--- src/rtl/spi_pad_router.sv ---
module spi_pad_router (
  input  logic clk,
  input  logic rst_n,
  input  logic cfg_enable,
  input  logic cfg_master,
  input  logic cfg_single_wire,
  input  logic cfg_line_drive,
  input  logic cfg_fault_en,
  input  logic cfg_sel_drive,
  input  logic core_sclk_out,
  input  logic core_tx_data,
  input  logic core_xfer_active,
  input  logic fault_clear,
  input  logic pad_sclk_in,
  input  logic pad_d0_in,
  input  logic pad_d1_in,
  input  logic pad_sel_in,
  output logic spi_own_sclk,
  output logic pad_sclk_oe,
  output logic pad_sclk_out,
  output logic spi_own_d0,
  output logic pad_d0_oe,
  output logic pad_d0_out,
  output logic spi_own_d1,
  output logic pad_d1_oe,
  output logic pad_d1_out,
  output logic spi_own_sel,
  output logic pad_sel_oe,
  output logic pad_sel_out,
  output logic core_sclk_in,
  output logic core_rx_data,
  output logic core_sel_n,
  output logic fault_flag,
  output logic master_active
);

  logic is_master, is_slave, duplex;
  logic sel_as_fault, sel_as_output, fault_seen;

  assign is_master = cfg_enable & cfg_master;
  assign is_slave  = cfg_enable & ~cfg_master;
  assign duplex    = ~cfg_single_wire;

  assign spi_own_sclk = cfg_enable;
  assign pad_sclk_oe  = is_master;
  assign pad_sclk_out = is_master & core_sclk_out;
  assign core_sclk_in = is_slave & pad_sclk_in;

  assign spi_own_d0 = is_master | (is_slave & duplex);
  assign pad_d0_oe  = is_master & (duplex | cfg_line_drive);
  assign pad_d0_out = pad_d0_oe & core_tx_data;

  assign spi_own_d1 = is_slave | (is_master & duplex);
  assign pad_d1_oe  = is_slave & (duplex | cfg_line_drive);
  assign pad_d1_out = pad_d1_oe & core_tx_data;

  always_comb begin
    core_rx_data = 1'b0;
    if (is_master)
      core_rx_data = cfg_single_wire ? pad_d0_in : pad_d1_in;
    else if (is_slave)
      core_rx_data = cfg_single_wire ? pad_d1_in : pad_d0_in;
  end

  assign sel_as_fault  = is_master & cfg_fault_en & ~cfg_sel_drive;
  assign sel_as_output = is_master & cfg_fault_en & cfg_sel_drive;

  assign spi_own_sel = is_slave | sel_as_fault | sel_as_output;
  assign pad_sel_oe  = sel_as_output;
  assign pad_sel_out = sel_as_output & ~core_xfer_active;
  assign core_sel_n  = is_slave ? pad_sel_in : 1'b1;

  assign fault_seen = sel_as_fault & ~pad_sel_in;

  always_ff @(posedge clk or negedge rst_n) begin
    if (!rst_n)
      fault_flag <= 1'b0;
    else if (fault_seen)
      fault_flag <= 1'b1;
    else if (fault_clear)
      fault_flag <= 1'b0;
  end

  assign master_active = is_master & ~fault_flag;

endmodule


--- config.mk ---
export PLATFORM = sky130hd
export DESIGN_NAME = spi_pad_router
export DESIGN_NICKNAME = d
export VERILOG_FILES = /design/src/rtl/spi_pad_router.sv
export SDC_FILE = /design/constraint.sdc
export NUM_CORES = 1
export LEC_CHECK = 0
export BUFFER_PORTS_ARGS = -buffer_cell sky130_fd_sc_hd__buf_2
export CORE_AREA = 2 2 39 41
export CTS_BUF_LIST = sky130_fd_sc_hd__clkbuf_2 sky130_fd_sc_hd__clkbuf_4 sky130_fd_sc_hd__clkbuf_8
export CTS_CLUSTER_DIAMETER = 150
export DETAILED_ROUTE_END_ITERATION = 7
export DIE_AREA = 0 0 41 43
export PLACE_DENSITY_LB_ADDON = 0.12
export SLEW_MARGIN = 0
export SYNTH_ARGS = -nofsm -noshare
export SYNTH_HDL_FRONTEND = slang
export SYNTH_SLANG_ARGS = --single-unit
export TNS_END_PERCENT = 50
--- constraint.sdc ---
create_clock -name clk -period 0.8 [get_ports clk]
set_input_delay 0.08 -clock clk [delete_from_list [all_inputs] [get_ports clk]]
set_output_delay 0.08 -clock clk [all_outputs]
set_load 0.01 [all_outputs]
==> impl_metrics.py <==
metrics = {
    "run_status": {
        "status": "finished with violations",
        "violations": "setup timing",
    },
    "power_and_ir_drop": {
        "sequentialPowerShare_pct": 20.9,
        "p_comb_share_pct": 79.1,
        "power_frac_clock_pct": 0,
        "p_sw_w": 0.0000930,
        "p_int_w": 0.000168,
        "irDropWorstVdd_v": 0.000282,
        "switching_share_pct": 35.6,
        "leakagePower_nw": 0.290,
        "power_density_nw_per_um2": 573,
    },
    "worst_setup_path": {
        "path_max_fanout": 4,
        "crit_path_end_kind": "output port",
        "r2r_setup_slack_ps": 150,
        "cp_data_arrival_time_ps": 730,
        "worstSetupStartpointType": "primary input",
        "critPathLaunch": "cfg_single_wire",
        "crit_type": "in2out",
        "required_ps": 720,
        "reg2reg_to": "fault_flag$_DFFE_PN0P_",
        "worstReg2RegStart": "fault_flag$_DFFE_PN0P_",
        "reg2regPathDepth": 2,
    },
    "final_layout": {
        "finalInstanceArea_um2": 457,
        "fin_nets": 81,
        "syn2layout_area_growth_pct": 101,
        "largest_register_ffs": 1,
        "final_common_cell": "buf_2",
        "diodes": 0,
        "fin_util_pct": 33.0,
        "mostFrequentLayoutCells": "30 x buf_2, 4 x inv_1, 3 x a21boi_1, 3 x buf_4",
        "layout-drive-gt1-share_pct": 66.7,
        "top_register": "fault_flag",
        "reg.largest.list": "fault_flag (1)",
    },
    "placed_design": {
        "gp_congestion": 0.682,
        "hpwl_um": 593,
        "io_buffers": 32,
        "postPlaceCellArea_um2": 414,
    },
    "floorplan": {
        "fp.dieH_um": 43,
        "coreArea_um2": 1380,
        "ios": 33,
        "die_w_um": 41,
        "start_util_pct": 16.5,
        "rows": 14,
        "die-area_um2": 1760,
    },
    "global_routing": {
        "grt_usage_pct": 7.30,
        "grt_max_degree": 10,
        "antenna_found_initial": 0,
        "grt_pass1_vias": 272,
        "grt_pass1_wl_um": 979,
        "grt-ovfl-total": 0,
    },
    "routing": {
        "drtIter0Drc": 1,
        "dr.pass1.iters": 4,
        "wirelength_um": 682,
        "vias": 334,
        "drc_errors": 0,
        "vias_per_cell": 4.23,
        "wl_per_cell_um": 8.63,
        "ant_nets": 0,
    },
    "timing": {
        "fmax_ghz": 1.23,
        "report.final.slew_viol_count": 0,
        "relSlewSlack_pct": 85.0,
        "hold_violations": 0,
        "period_share_pct": 101,
        "setup_viol": 1,
        "tightestPinTransition_ps": 222,
        "fin_crit_ps": 812,
        "rsz0062_at_grt": "yes",
        "timing.final.ws_setup_ps": -11.7,
        "skew_ps": 0,
    },
    "synthesis": {
        "synth_seq_cells": 1,
        "synth_nets": 45,
        "netlist_area_um2": 228,
        "seq_area_frac_synth_pct": 11.0,
        "netlist_instances": 29,
        "synth_area_per_cell_um2": 7.85,
        "synth_cell_types": 21,
        "ys_warn_count": 0,
    },
    "job": {
        "drv_cap": 0,
    },
    "hold_path": {
        "hold_path_class": "in2reg",
        "hold_start": "cfg_sel_drive",
        "hold_end": "fault_flag$_DFFE_PN0P_",
        "worstHoldPathCells": 2,
    },
    "clock_network": {
        "clk_pin_slew_ps": 0,
        "clock_latency_ps": 0,
    },
}
==> power groups by stage <==
| stage | Combinational [W] | Sequential, W | Clock [W] |
|---|---|---|---|
| finish | 0.000207 | 0.0000547 | 0 |
| CTS | 0.000210 | 0.0000547 | 0 |
| global placement | 0.000188 | 0.0000547 | 0 |
| global route | 0.000227 | 0.0000549 | 0 |
| floorplan | 0.0000961 | 0.0000554 | 0 |
| detailed placement | 0.000189 | 0.0000544 | 0 |
==> metal layers <==
| layer | wire length (um) | vias to the layer above | share of wire, % | track usage, % |
|---|---|---|---|---|
| li1 | - | 165 | - | - |
| met1 | 252 | 156 | 37 | 7.62 |
| met2 | 368 | 13 | 54 | 14.7 |
| met3 | 61 | 0 | 8.9 | 0 |
| met4 | 0 | 0 | 0 | 1.33 |
| met5 | 0 | - | 0 | 0 |
==> final cells by class <==
| class | instances | area [um2] |
|---|---|---|
| timing repair buffer | 37 | 220 |
| tap | 16 | 20.0 |
| inverter | 4 | 15.0 |
| multi-input combinational | 21 | 176 |
| fill | 153 | 927 |
| sequential | 1 | 25.0 |
==> cell families after synthesis <==
family | Yosys count | share of synthesized area, %
AO/OA/AOI/OAI | 4 | 17.0
XOR/XNOR | 1 | 3.85
buffers and inverters | 7 | 17.0
flip-flops | 1 | 11.0
multiplexers | 1 | 4.40
AND/OR/NAND/NOR | 15 | 46.7
==> timing repair <==
action                                  in CTS  in global routing
buffers inserted                             0                  0
pin swaps                                    1                  2
gates resized for setup                      6                  1
endpoints found under the hold margin        1                  0
endpoints found under the setup margin       4                  3
hold buffers                                 1                  0
==> synth_stat cells <==
| library cell | count | area (um2) |
|---|---|---|
| dfrtp_1 | 1 | 25.0 |
| and4_1 | 1 | 8.76 |
| nor3b_1 | 1 | 7.51 |
| and3_1 | 2 | 12.5 |
| nor2b_2 | 1 | 8.76 |
| nand2_2 | 1 | 6.26 |
| nand2b_1 | 1 | 6.26 |
| nor3b_2 | 1 | 12.5 |
| nor2_1 | 2 | 7.51 |
| nand3_1 | 1 | 5.00 |
| xnor2_1 | 1 | 8.76 |
| buf_2 | 1 | 5.00 |
| buf_6 | 1 | 11.3 |
| nand2_1 | 2 | 7.51 |
| buf_4 | 1 | 7.51 |
| inv_1 | 4 | 15.0 |
| o41ai_2 | 1 | 16.3 |
| and2b_1 | 1 | 7.51 |
| mux2i_1 | 1 | 10.0 |
| nor4bb_2 | 1 | 16.3 |
| a21boi_1 | 3 | 22.5 |
==> worst max-delay path, cell delays in order <==
cell and delay (ps):
buf_8 100, nor2b_4 130, nor4bb_2 250, buf_2 170
==> metrics by stage <==
| stage | setup slack [ps] | setup TNS [ps] | std cells | power, W | hold WS, ps |
|---|---|---|---|---|---|
| floorplan | 51.4 | 0 | 29 | 0.000152 | -216 |
| global placement | -87.4 | -185 | 78 | 0.000243 | -144 |
| detailed placement | -93.6 | -172 | 78 | 0.000243 | -144 |
| CTS | -44.1 | -44.1 | 79 | 0.000264 | 299 |
| global route | -34.1 | -59.1 | 79 | 0.000282 | 313 |
| finish | -11.7 | -11.7 | 79 | 0.000261 | 295 |
==> how the worst max path moves through the flow <==
stage	slack, ps	to
after global placement	-90	pad_d1_out
after detailed placement	-90	pad_d1_out
after CTS	-40	pad_d1_out
after global routing	-30	pad_d1_out
after floorplan	50	core_rx_data
final	-10	pad_d1_out
Note: power is estimated with default switching activity, not from simulation.
